## src/rtl/ddr_init_pkg.sv

```systemverilog
package ddr_init_pkg;

   typedef enum logic [2:0] {
      IC_NOP,
      IC_PREA,
      IC_EMRW,
      IC_MRW_DLL,
      IC_MRW_OP,
      IC_REF
   } init_cmd_e;

   typedef enum logic [3:0] {
      ST_SETTLE,
      ST_CKE_IDLE,
      ST_PREA_1,
      ST_EMRW,
      ST_MRW_DLL,
      ST_PREA_2,
      ST_REFRESH,
      ST_MRW_OP,
      ST_READY
   } init_state_e;

   // pin codes {cs_n, ras_n, cas_n, we_n}
   localparam logic [3:0] PINS_NOP  = 4'b0111;
   localparam logic [3:0] PINS_PRE  = 4'b0010;
   localparam logic [3:0] PINS_REF  = 4'b0001;
   localparam logic [3:0] PINS_MRW  = 4'b0000;

   function automatic int unsigned umax(input int unsigned a, input int unsigned b);
      return (a > b) ? a : b;
   endfunction

   function automatic int unsigned bits_for(input int unsigned v);
      return (v < 2) ? 1 : $clog2(v + 1);
   endfunction

endpackage

```

## src/rtl/ddr_init_timer.sv

```systemverilog
module ddr_init_timer #(
   parameter int unsigned CNT_W   = 16,
   parameter int unsigned RST_VAL = 0
) (
   input  logic             clk,
   input  logic             rst,
   input  logic             load,
   input  logic [CNT_W-1:0] load_val,
   output logic             expired
);

   logic [CNT_W-1:0] cnt_q;

   always_ff @(posedge clk) begin
      if (rst) begin
         cnt_q <= CNT_W'(RST_VAL);
      end else if (load) begin
         cnt_q <= load_val;
      end else if (cnt_q != '0) begin
         cnt_q <= cnt_q - 1'b1;
      end
   end

   assign expired = (cnt_q == '0);

endmodule

```

## src/rtl/ddr_init_fsm.sv

```systemverilog
module ddr_init_fsm
   import ddr_init_pkg::*;
#(
   parameter int unsigned STABLE_CYC   = 20000,
   parameter int unsigned NOP_CYC      = 1,
   parameter int unsigned T_RP         = 3,
   parameter int unsigned T_RFC        = 8,
   parameter int unsigned T_MRD        = 2,
   parameter int unsigned DLL_LOCK_CYC = 200,
   parameter int unsigned REF_CNT      = 2
) (
   input  logic      clk,
   input  logic      rst,
   output init_cmd_e cmd,
   output logic      cke_en,
   output logic      ready
);

   localparam int unsigned DLL_GAP = umax(DLL_LOCK_CYC, T_MRD);
   localparam int unsigned MAX_GAP =
      umax(umax(umax(STABLE_CYC, NOP_CYC), umax(T_RP, T_RFC)), umax(T_MRD, DLL_GAP));
   localparam int unsigned CNT_W   = bits_for(MAX_GAP);
   localparam int unsigned RC_W    = bits_for(REF_CNT);

   init_state_e      state_q, state_d;
   logic             first_q;
   logic             t_load;
   logic [CNT_W-1:0] t_val;
   logic             t_done;
   logic [RC_W-1:0]  ref_left_q, ref_left_d;

   ddr_init_timer #(
      .CNT_W   (CNT_W),
      .RST_VAL (STABLE_CYC - 1)
   ) u_timer (
      .clk      (clk),
      .rst      (rst),
      .load     (t_load),
      .load_val (t_val),
      .expired  (t_done)
   );

   always_comb begin
      state_d    = state_q;
      t_load     = 1'b0;
      t_val      = '0;
      ref_left_d = ref_left_q;
      if (t_done) begin
         unique case (state_q)
            ST_SETTLE: begin
               state_d = ST_CKE_IDLE;
               t_load  = 1'b1;
               t_val   = CNT_W'(NOP_CYC - 1);
            end
            ST_CKE_IDLE: begin
               state_d = ST_PREA_1;
               t_load  = 1'b1;
               t_val   = CNT_W'(T_RP - 1);
            end
            ST_PREA_1: begin
               state_d = ST_EMRW;
               t_load  = 1'b1;
               t_val   = CNT_W'(T_MRD - 1);
            end
            ST_EMRW: begin
               state_d = ST_MRW_DLL;
               t_load  = 1'b1;
               t_val   = CNT_W'(DLL_GAP - 1);
            end
            ST_MRW_DLL: begin
               state_d = ST_PREA_2;
               t_load  = 1'b1;
               t_val   = CNT_W'(T_RP - 1);
            end
            ST_PREA_2: begin
               state_d    = ST_REFRESH;
               t_load     = 1'b1;
               t_val      = CNT_W'(T_RFC - 1);
               ref_left_d = RC_W'(REF_CNT);
            end
            ST_REFRESH: begin
               t_load = 1'b1;
               if (ref_left_q > RC_W'(1)) begin
                  state_d    = ST_REFRESH;
                  t_val      = CNT_W'(T_RFC - 1);
                  ref_left_d = ref_left_q - 1'b1;
               end else begin
                  state_d = ST_MRW_OP;
                  t_val   = CNT_W'(T_MRD - 1);
               end
            end
            ST_MRW_OP: begin
               state_d = ST_READY;
            end
            default: begin
               state_d = ST_READY;
            end
         endcase
      end
   end

   always_ff @(posedge clk) begin
      if (rst) begin
         state_q    <= ST_SETTLE;
         first_q    <= 1'b0;
         ref_left_q <= '0;
      end else begin
         state_q    <= state_d;
         first_q    <= t_load;
         ref_left_q <= ref_left_d;
      end
   end

   always_comb begin
      cmd = IC_NOP;
      if (first_q) begin
         unique case (state_q)
            ST_PREA_1, ST_PREA_2: cmd = IC_PREA;
            ST_EMRW:              cmd = IC_EMRW;
            ST_MRW_DLL:           cmd = IC_MRW_DLL;
            ST_REFRESH:           cmd = IC_REF;
            ST_MRW_OP:            cmd = IC_MRW_OP;
            default:              cmd = IC_NOP;
         endcase
      end
   end

   assign cke_en = (state_q != ST_SETTLE);
   assign ready  = (state_q == ST_READY);

endmodule

```

## src/rtl/ddr_init_cmd_enc.sv

```systemverilog
module ddr_init_cmd_enc
   import ddr_init_pkg::*;
#(
   parameter int unsigned ADDR_W      = 13,
   parameter int unsigned BA_W        = 2,
   parameter logic [ADDR_W-1:0] EMR_VAL = '0,
   parameter logic [ADDR_W-1:0] MR_VAL  = '0,
   parameter int unsigned DLL_RST_BIT = 8,
   parameter int unsigned AP_BIT      = 10
) (
   input  logic              clk,
   input  logic              rst,
   input  init_cmd_e         cmd,
   input  logic              cke_en,
   input  logic              ready,
   output logic              cke,
   output logic [3:0]        pins,
   output logic [ADDR_W-1:0] addr,
   output logic [BA_W-1:0]   ba,
   output logic              init_done
);

   localparam logic [BA_W-1:0] BA_MR  = '0;
   localparam logic [BA_W-1:0] BA_EMR = BA_W'(1);

   logic [ADDR_W-1:0] prea_img;
   logic [ADDR_W-1:0] mrw_dll_img;
   logic [ADDR_W-1:0] mrw_op_img;

   // per-bit address images for the fixed commands
   for (genvar b = 0; b < ADDR_W; b++) begin : g_img
      if (b == AP_BIT) begin : g_ap
         assign prea_img[b] = 1'b1;
      end else begin : g_nap
         assign prea_img[b] = 1'b0;
      end
      if (b == DLL_RST_BIT) begin : g_dll
         assign mrw_dll_img[b] = 1'b1;
         assign mrw_op_img[b]  = 1'b0;
      end else begin : g_mr
         assign mrw_dll_img[b] = MR_VAL[b];
         assign mrw_op_img[b]  = MR_VAL[b];
      end
   end

   logic [3:0]        pins_d;
   logic [ADDR_W-1:0] addr_d;
   logic [BA_W-1:0]   ba_d;

   always_comb begin
      pins_d = PINS_NOP;
      addr_d = '0;
      ba_d   = '0;
      unique case (cmd)
         IC_PREA: begin
            pins_d = PINS_PRE;
            addr_d = prea_img;
         end
         IC_EMRW: begin
            pins_d = PINS_MRW;
            addr_d = EMR_VAL;
            ba_d   = BA_EMR;
         end
         IC_MRW_DLL: begin
            pins_d = PINS_MRW;
            addr_d = mrw_dll_img;
            ba_d   = BA_MR;
         end
         IC_MRW_OP: begin
            pins_d = PINS_MRW;
            addr_d = mrw_op_img;
            ba_d   = BA_MR;
         end
         IC_REF: begin
            pins_d = PINS_REF;
         end
         default: begin
            pins_d = PINS_NOP;
         end
      endcase
   end

   always_ff @(posedge clk) begin
      if (rst) begin
         cke       <= 1'b0;
         pins      <= PINS_NOP;
         addr      <= '0;
         ba        <= '0;
         init_done <= 1'b0;
      end else begin
         cke       <= cke_en;
         pins      <= pins_d;
         addr      <= addr_d;
         ba        <= ba_d;
         init_done <= ready;
      end
   end

endmodule

```

## src/rtl/ddr_init_seq.sv

```systemverilog
module ddr_init_seq
   import ddr_init_pkg::*;
#(
   parameter int unsigned ADDR_W       = 13,
   parameter int unsigned BA_W         = 2,
   parameter int unsigned STABLE_CYC   = 20000,
   parameter int unsigned NOP_CYC      = 1,
   parameter int unsigned T_RP         = 3,
   parameter int unsigned T_RFC        = 8,
   parameter int unsigned T_MRD        = 2,
   parameter int unsigned DLL_LOCK_CYC = 200,
   parameter int unsigned REF_CNT      = 2,
   parameter logic [ADDR_W-1:0] EMR_VAL = ADDR_W'(2),
   parameter logic [ADDR_W-1:0] MR_VAL  = ADDR_W'(50)
) (
   input  logic              clk,
   input  logic              rst,
   output logic              cke,
   output logic              cs_n,
   output logic              ras_n,
   output logic              cas_n,
   output logic              we_n,
   output logic [ADDR_W-1:0] addr,
   output logic [BA_W-1:0]   ba,
   output logic              init_done
);

   localparam int unsigned DLL_RST_BIT = 8;
   localparam int unsigned AP_BIT      = 10;

   // elaboration-time parameter checks
   if (ADDR_W <= AP_BIT) begin : g_chk_addr
      $error("ddr_init_seq: ADDR_W must exceed the all-bank bit position");
   end
   if (BA_W < 1) begin : g_chk_ba
      $error("ddr_init_seq: BA_W must be at least 1");
   end
   if (STABLE_CYC < 1 || NOP_CYC < 1) begin : g_chk_settle
      $error("ddr_init_seq: STABLE_CYC and NOP_CYC must be at least 1");
   end
   if (T_RP < 2 || T_RFC < 2 || T_MRD < 2) begin : g_chk_gap
      $error("ddr_init_seq: command gaps must be at least 2 cycles");
   end
   if (REF_CNT < 2) begin : g_chk_ref
      $error("ddr_init_seq: at least two refreshes are required");
   end

   init_cmd_e  cmd;
   logic       cke_en;
   logic       ready;
   logic [3:0] pins;

   ddr_init_fsm #(
      .STABLE_CYC   (STABLE_CYC),
      .NOP_CYC      (NOP_CYC),
      .T_RP         (T_RP),
      .T_RFC        (T_RFC),
      .T_MRD        (T_MRD),
      .DLL_LOCK_CYC (DLL_LOCK_CYC),
      .REF_CNT      (REF_CNT)
   ) u_fsm (
      .clk    (clk),
      .rst    (rst),
      .cmd    (cmd),
      .cke_en (cke_en),
      .ready  (ready)
   );

   ddr_init_cmd_enc #(
      .ADDR_W      (ADDR_W),
      .BA_W        (BA_W),
      .EMR_VAL     (EMR_VAL),
      .MR_VAL      (MR_VAL),
      .DLL_RST_BIT (DLL_RST_BIT),
      .AP_BIT      (AP_BIT)
   ) u_enc (
      .clk       (clk),
      .rst       (rst),
      .cmd       (cmd),
      .cke_en    (cke_en),
      .ready     (ready),
      .cke       (cke),
      .pins      (pins),
      .addr      (addr),
      .ba        (ba),
      .init_done (init_done)
   );

   assign cs_n  = pins[3];
   assign ras_n = pins[2];
   assign cas_n = pins[1];
   assign we_n  = pins[0];

endmodule

```

## config.mk

```make
export PLATFORM = sky130hd
export DESIGN_NAME = ddr_init_seq
export DESIGN_NICKNAME = d
export VERILOG_FILES = /design/src/rtl/ddr_init_pkg.sv /design/src/rtl/ddr_init_timer.sv /design/src/rtl/ddr_init_fsm.sv /design/src/rtl/ddr_init_cmd_enc.sv /design/src/rtl/ddr_init_seq.sv
export SDC_FILE = /design/constraint.sdc
export NUM_CORES = 1
export LEC_CHECK = 0
export ABC_CLOCK_PERIOD_IN_PS = 3700
export CORE_ASPECT_RATIO = 0.5
export CORE_UTILIZATION = 54
export DETAILED_ROUTE_END_ITERATION = 8
export DONT_BUFFER_PORTS = 1
export GPL_TIMING_DRIVEN = 0
export PLACE_DENSITY = 0.75
export SKIP_CTS_REPAIR_TIMING = 1
export SYNTH_ARGS = -nofsm -noshare
export SYNTH_HDL_FRONTEND = slang
export SYNTH_HIERARCHICAL = 1
export SYNTH_SLANG_ARGS = --single-unit
```

## constraint.sdc

```tcl
create_clock -name clk -period 3.7 [get_ports clk]
set_input_delay 0 -clock clk [delete_from_list [all_inputs] [get_ports clk]]
set_output_delay 0 -clock clk [all_outputs]
set_load 0.005 [all_outputs]
```

# == After elaboration in Yosys (flattened, before gate mapping) ==
# Cells that the tools add are included.
# word_totals
ff_bits,43
input_bits,2
out_inout_bits,21
word_cells,53
# classes
add_sub_neg,2
order_cmp,1
n_eq_ne,14
mux,16
n_reduce_logical,11
# ops
cell,n
$pmux W15 S5,1
$mux W15,3
$pmux W11 S4,1
$pmux W4 S7,1
$eq A4 B3 Y1 const B,4
$logic_not A15 Y1,1
$pmux W3 S5,1
$reduce_bool A15 Y1,1
$sub A15 B1 Y15 const B,1
$pmux W3 S3,1
$eq A4 B2 Y1 const B,2
$reduce_or A7 Y1,1
$eq A3 B2 Y1 const B,2
$eq A3 B3 Y1 const B,2
$mux W3,2
$eq A4 B1 Y1 const B,1
$eq A4 B4 Y1 const B,1
$logic_not A4 Y1,1
$mux W1,4
$pmux W2 S2,1
$reduce_bool A2 Y1,2
$reduce_bool A4 Y1,1
$reduce_or A2 Y1,2
$eq A3 B1 Y1 const B,1
6 further kinds,6

# == Logic depth before layout (Yosys ltp) ==
# logic_depth
ltp_word,7
depth_mapped,11
mapped_depth_nobuf,9

# == Modules after synthesis ==
# Netlist, hierarchy kept.
# modules_own_cells
module,instances,cells_each,area_each_um2,seq_area_each_um2
ddr_init_timer,1,110,878.3,300.3
ddr_init_fsm,1,68,561.8,140.1
ddr_init_cmd_enc,1,39,390.4,200.2

# == Worst setup path before layout ==
# Ideal clock, no wire load.
# synth_path
path_type,reg2reg
startpoint,register u_fsm.u_timer.cnt_q[0]
endpoint,register u_fsm.u_timer.cnt_q[10]
setup_time_ns,0.131
arrival_time_ns,2.482
required_ns,3.569
path_slack_ns,1.087
path_stages_with_launch,11
path_buffers,3
synth_period_minus_slack_ns,2.613
cell_sequence,dfxtp_1 inv_1 ha_1 nor4b_2 and4_1 buf_2 nand2b_1 a31oi_1 clkbuf_1 clkbuf_1 o21ai_0
# synth_via
elab_chain_cells,3
word_cells_on_any_way,8
classes_between,1 x add/sub; 4 x mux; 3 x reduce/logical
# synth_rtl
element,line,source
from (decl),ddr_init_timer.sv:12,logic [CNT_W-1:0] cnt_q;
from (signal assigned),ddr_init_timer.sv:16,cnt_q <= CNT_W'(RST_VAL);
from (signal assigned),ddr_init_timer.sv:18,cnt_q <= load_val;
from (signal assigned),ddr_init_timer.sv:20,cnt_q <= cnt_q - 1'b1;
$logic_not A15 Y1 *,ddr_init_timer.sv:24,assign expired = (cnt_q == '0);
named net u_fsm.t_done,ddr_init_fsm.sv:29,logic t_done;
$mux W1 *,ddr_init_fsm.sv:48,if (t_done) begin
named net u_fsm.t_load,ddr_init_fsm.sv:27,logic t_load;
$mux W15 or $reduce_bool A2 Y1 (tied branches),n/a,
# The timed path passes the listed nets; every way through them passes the cells marked *. The select of a mux whose other input is x is not followed.
# A chain may end at the register's enable or synchronous reset.

# == Worst setup path in the final report ==
# Same ends and word-level chain as after synthesis.

==> key figures <==
Logic synthesis
  • Top FF cell, synth: dfxtp_1
  • Yosys reg bits: 32
  • Netlist cell types: 58
  • Ys async rst share: 0%
  • Mapped Area: 1830 µm²
  • EDFF count, synth: 0
  • Mapped Avg Cell Area: 8.44 µm²
  • Gate count after technology mapping: 217
  • Post-synth top area cell: dfxtp_1
  • Synth area leaders: dfxtp_1 (35%), buf_4 (5.3%), a21oi_1 (4.4%)
  • Seq/Total Area, Yosys: 35.0%
  • Top cell type's share of synthesized area: 35.0%
  • Synth Warn #: 6

Die
  • Die Width: 84.3 µm
  • Row count: 14
  • Initial core utilization: 58.7%
  • Die area: 3640 µm²
  • # IOs: 23
  • Area of the core: 3120 µm²
  • Chip Height: 43.2 µm

Worst setup path
  • Cell mode on critical path: clkbuf_1
  • CP delay by family, top: buffers and inverters
  • Crit path launch type: flop
  • Critical path arrival: 3.41 ns
  • Worst Path Buf+Inv: 4
  • Worst Path Required: 3.86 ns
  • CP max stage cell: nor4b_2
  • CP max stage delay: 0.45 ns
  • Critical path class: reg2reg
  • CP endpoint kind: flop
  • Worst Setup SP: u_fsm/u_timer/cnt_q[0]
  • Critical path fanouts, max: 14
  • RR Startpoint: u_fsm/u_timer/cnt_q[0]
  • Crit path cell chain: inv_1 > ha_1 > nor4b_2 > and4_1 > buf_2 > nand2b_1 > a31oi_2 > clkbuf_1 > clkbuf_1 > o21ai_0

Final layout
  • Antenna diodes: 0
  • Nets: 247
  • Area Growth Syn to Fin: 13.4%
  • Final Non-Filler Cells: 284
  • Share of layout cells above drive strength 1: 14.3%
  • Final core utilization: 66.6%
  • Design Area, Final: 2080 µm²

Detailed routing
  • First DRT Iteration DRCs: 87
  • Remaining DRCs: 2
  • Per-cell routed wire length: 13.5 µm
  • Vias: 1632
  • Routed WL: 3830 µm
  • Pre-antenna DRT Iters: 6
  • Via-to-Cell Ratio: 5.75
  • DRT antenna net count: 0

Clocking
  • Clock buffer count from CTS: 5
  • Clock transition at the registers of the reported paths: 0.07 ns
  • Clk buf depth: 2
  • Clock latency on the worst-skew pair: 0.29 ns
  • Root buffer cell: clkbuf_8
  • # H-tree levels: 2
  • # clock sinks: 32
  • TritonCTS clock tree: done

Place
  • Dpl hpwl: 2610 µm
  • GPL Wtd Cong: 0.849
  • Placed insts: 275
  • Port Buffers: 0
  • Post-DP Area: 1950 µm²

Timing
  • RSZ-0062 raised after global routing: false
  • Maximum clock rate: 307 MHz
  • Post-layout min period: 3.26 ns
  • Final setup viols: 0
  • Rel. slew slack: 53.1%
  • Worst-Margin Slew: 0.701 ns
  • Final Slew Violations: 0
  • Clock Skew: 0.00755 ns
  • Final Hold Vio Count: 0
  • Fin crit share: 88.0%
  • Setup TNS: 0 ns

Power
  • Worst VDD drop: 0.186 mV
  • P_leak: 0.777 nW
  • P per Cell Area: 354 nW/µm²

Worst hold path
  • Worst hold path class: in2reg
  • Min-Delay Startpoint: rst

Flow run
  • Max capacitance violation total: 0

Global route
  • Initial antenna violation count: 0
  • Total track usage: 21.8%
  • GRT overflow: 0
  • Largest net degree at the start of global routing: 24
  • Vias in the first global route: 1367
  • First-pass GRT wire length: 6110 µm

Status
  • Status: finished, violations left
  • Failing checks: DRC
==> cell type report <==
type | count | area, µm²
flip-flops and latches | 32 | 641
fillers | 274 | 1040
clock buffers | 5 | 68.8
inverters | 10 | 37.5
repair buffers | 1 | 10.0
well taps | 40 | 50.0
multi-input cells | 173 | 1090
clock inverters | 3 | 42.5
plain buffers | 20 | 135
==> kinds of logic (layout without fill, tap and decap cells) <==
logic type / Yosys count / count (layout) / share of synthesized area, %
simple gates: 83 / 83 / 27.8
compound gates: 60 / 60 / 21.5
flops: 32 / 32 / 35.0
buf+inv: 30 / 39 / 9.43
xor+xnor: 5 / 5 / 2.80
mux: 3 / 3 / 1.71
fa+ha+maj: 2 / 2 / 1.37
other cells: 2 / 20 / 0.410
==> cell usage in the layout, fill, tap and decap left out, drive strengths merged, types with 4 or more instances in the layout <==
| master | synthesis | layout |
|---|---|---|
| o21ai | 15 | 15 |
| nor3 | 9 | 9 |
| buf | 17 | 17 |
| conb | 2 | 20 |
| nand2b | 10 | 10 |
| or4 | 4 | 4 |
| nand2 | 9 | 9 |
| dfxtp | 32 | 32 |
| nand3 | 5 | 5 |
| a21oi | 17 | 17 |
| nor2b | 4 | 4 |
| a31oi | 4 | 4 |
| nor2 | 18 | 18 |
| clkbuf | 3 | 8 |
| inv | 10 | 10 |
| or3 | 6 | 6 |
==> synth_stat cells (all sizes together), types with 4 or more instances <==
cell type,count
a21oi,17
a31oi,4
nand3,5
nand2b,10
inv,10
nand2,9
buf,17
or3,6
nor2,18
or4,4
nor3,9
o21ai,15
dfxtp,32
nor2b,4
==> worst min-delay path, delay by kind of cell <==
| family | cells | cell delay [ns] |
|---|---|---|
| simple gates | 2 | 0.11 |
| compound gates | 1 | 0.17 |
==> state kept, by name, indices dropped and copies added, names as in the netlist <==
signal / cells
u_fsm/u_timer/cnt_q: 15
u_enc/ba: 1
u_enc/pins: 3
u_fsm/state_q: 4
u_fsm/ref_left_q: 2
u_enc/cke: 1
u_enc/init_done: 1
u_enc/addr: 4
u_fsm/first_q: 1
==> stage by stage <==
step | power (mW) | worst slack, ns | hold WS [ns]
finish | 0.735 | 0.443 | 0.0252
global route | 0.761 | 0.106 | 0.0264
CTS | 0.737 | 0.419 | -0.233
detailed placement | 0.399 | 0.458 | 0.0743
global placement | 0.398 | 0.474 | 0.0725
floorplan | 0.394 | 1.09 | 0.0691
==> power breakdown <==
group          total [mW]  internal [mW]  leakage [nW]  switching [mW]
Combinational      0.0425         0.0207         0.463          0.0218
Clock               0.338          0.199        0.0541           0.139
Sequential          0.354          0.349         0.259         0.00547
==> routing by layer <==
metal  track usage [%]  routed length [µm]  up-vias
li1                  -                   -      818
met1              27.6                1760      755
met2              37.2                1750       55
met3              6.03                 298        4
met4              6.10                  20        0
met5                 0                   0        -
==> final timing paths <==
check / endpoint / slack, ns / cells after the start
worst max register to register: u_fsm/u_timer/cnt_q[10] / 0.44 / 10
worst max-delay path: u_fsm/u_timer/cnt_q[10] / 0.44 / 10
worst min register to register: u_fsm/ref_left_q[1] / 0.50 / 2
worst min-delay path: u_fsm/u_timer/cnt_q[11] / 0.03 / 3
(Power assumes the default switching activity.)
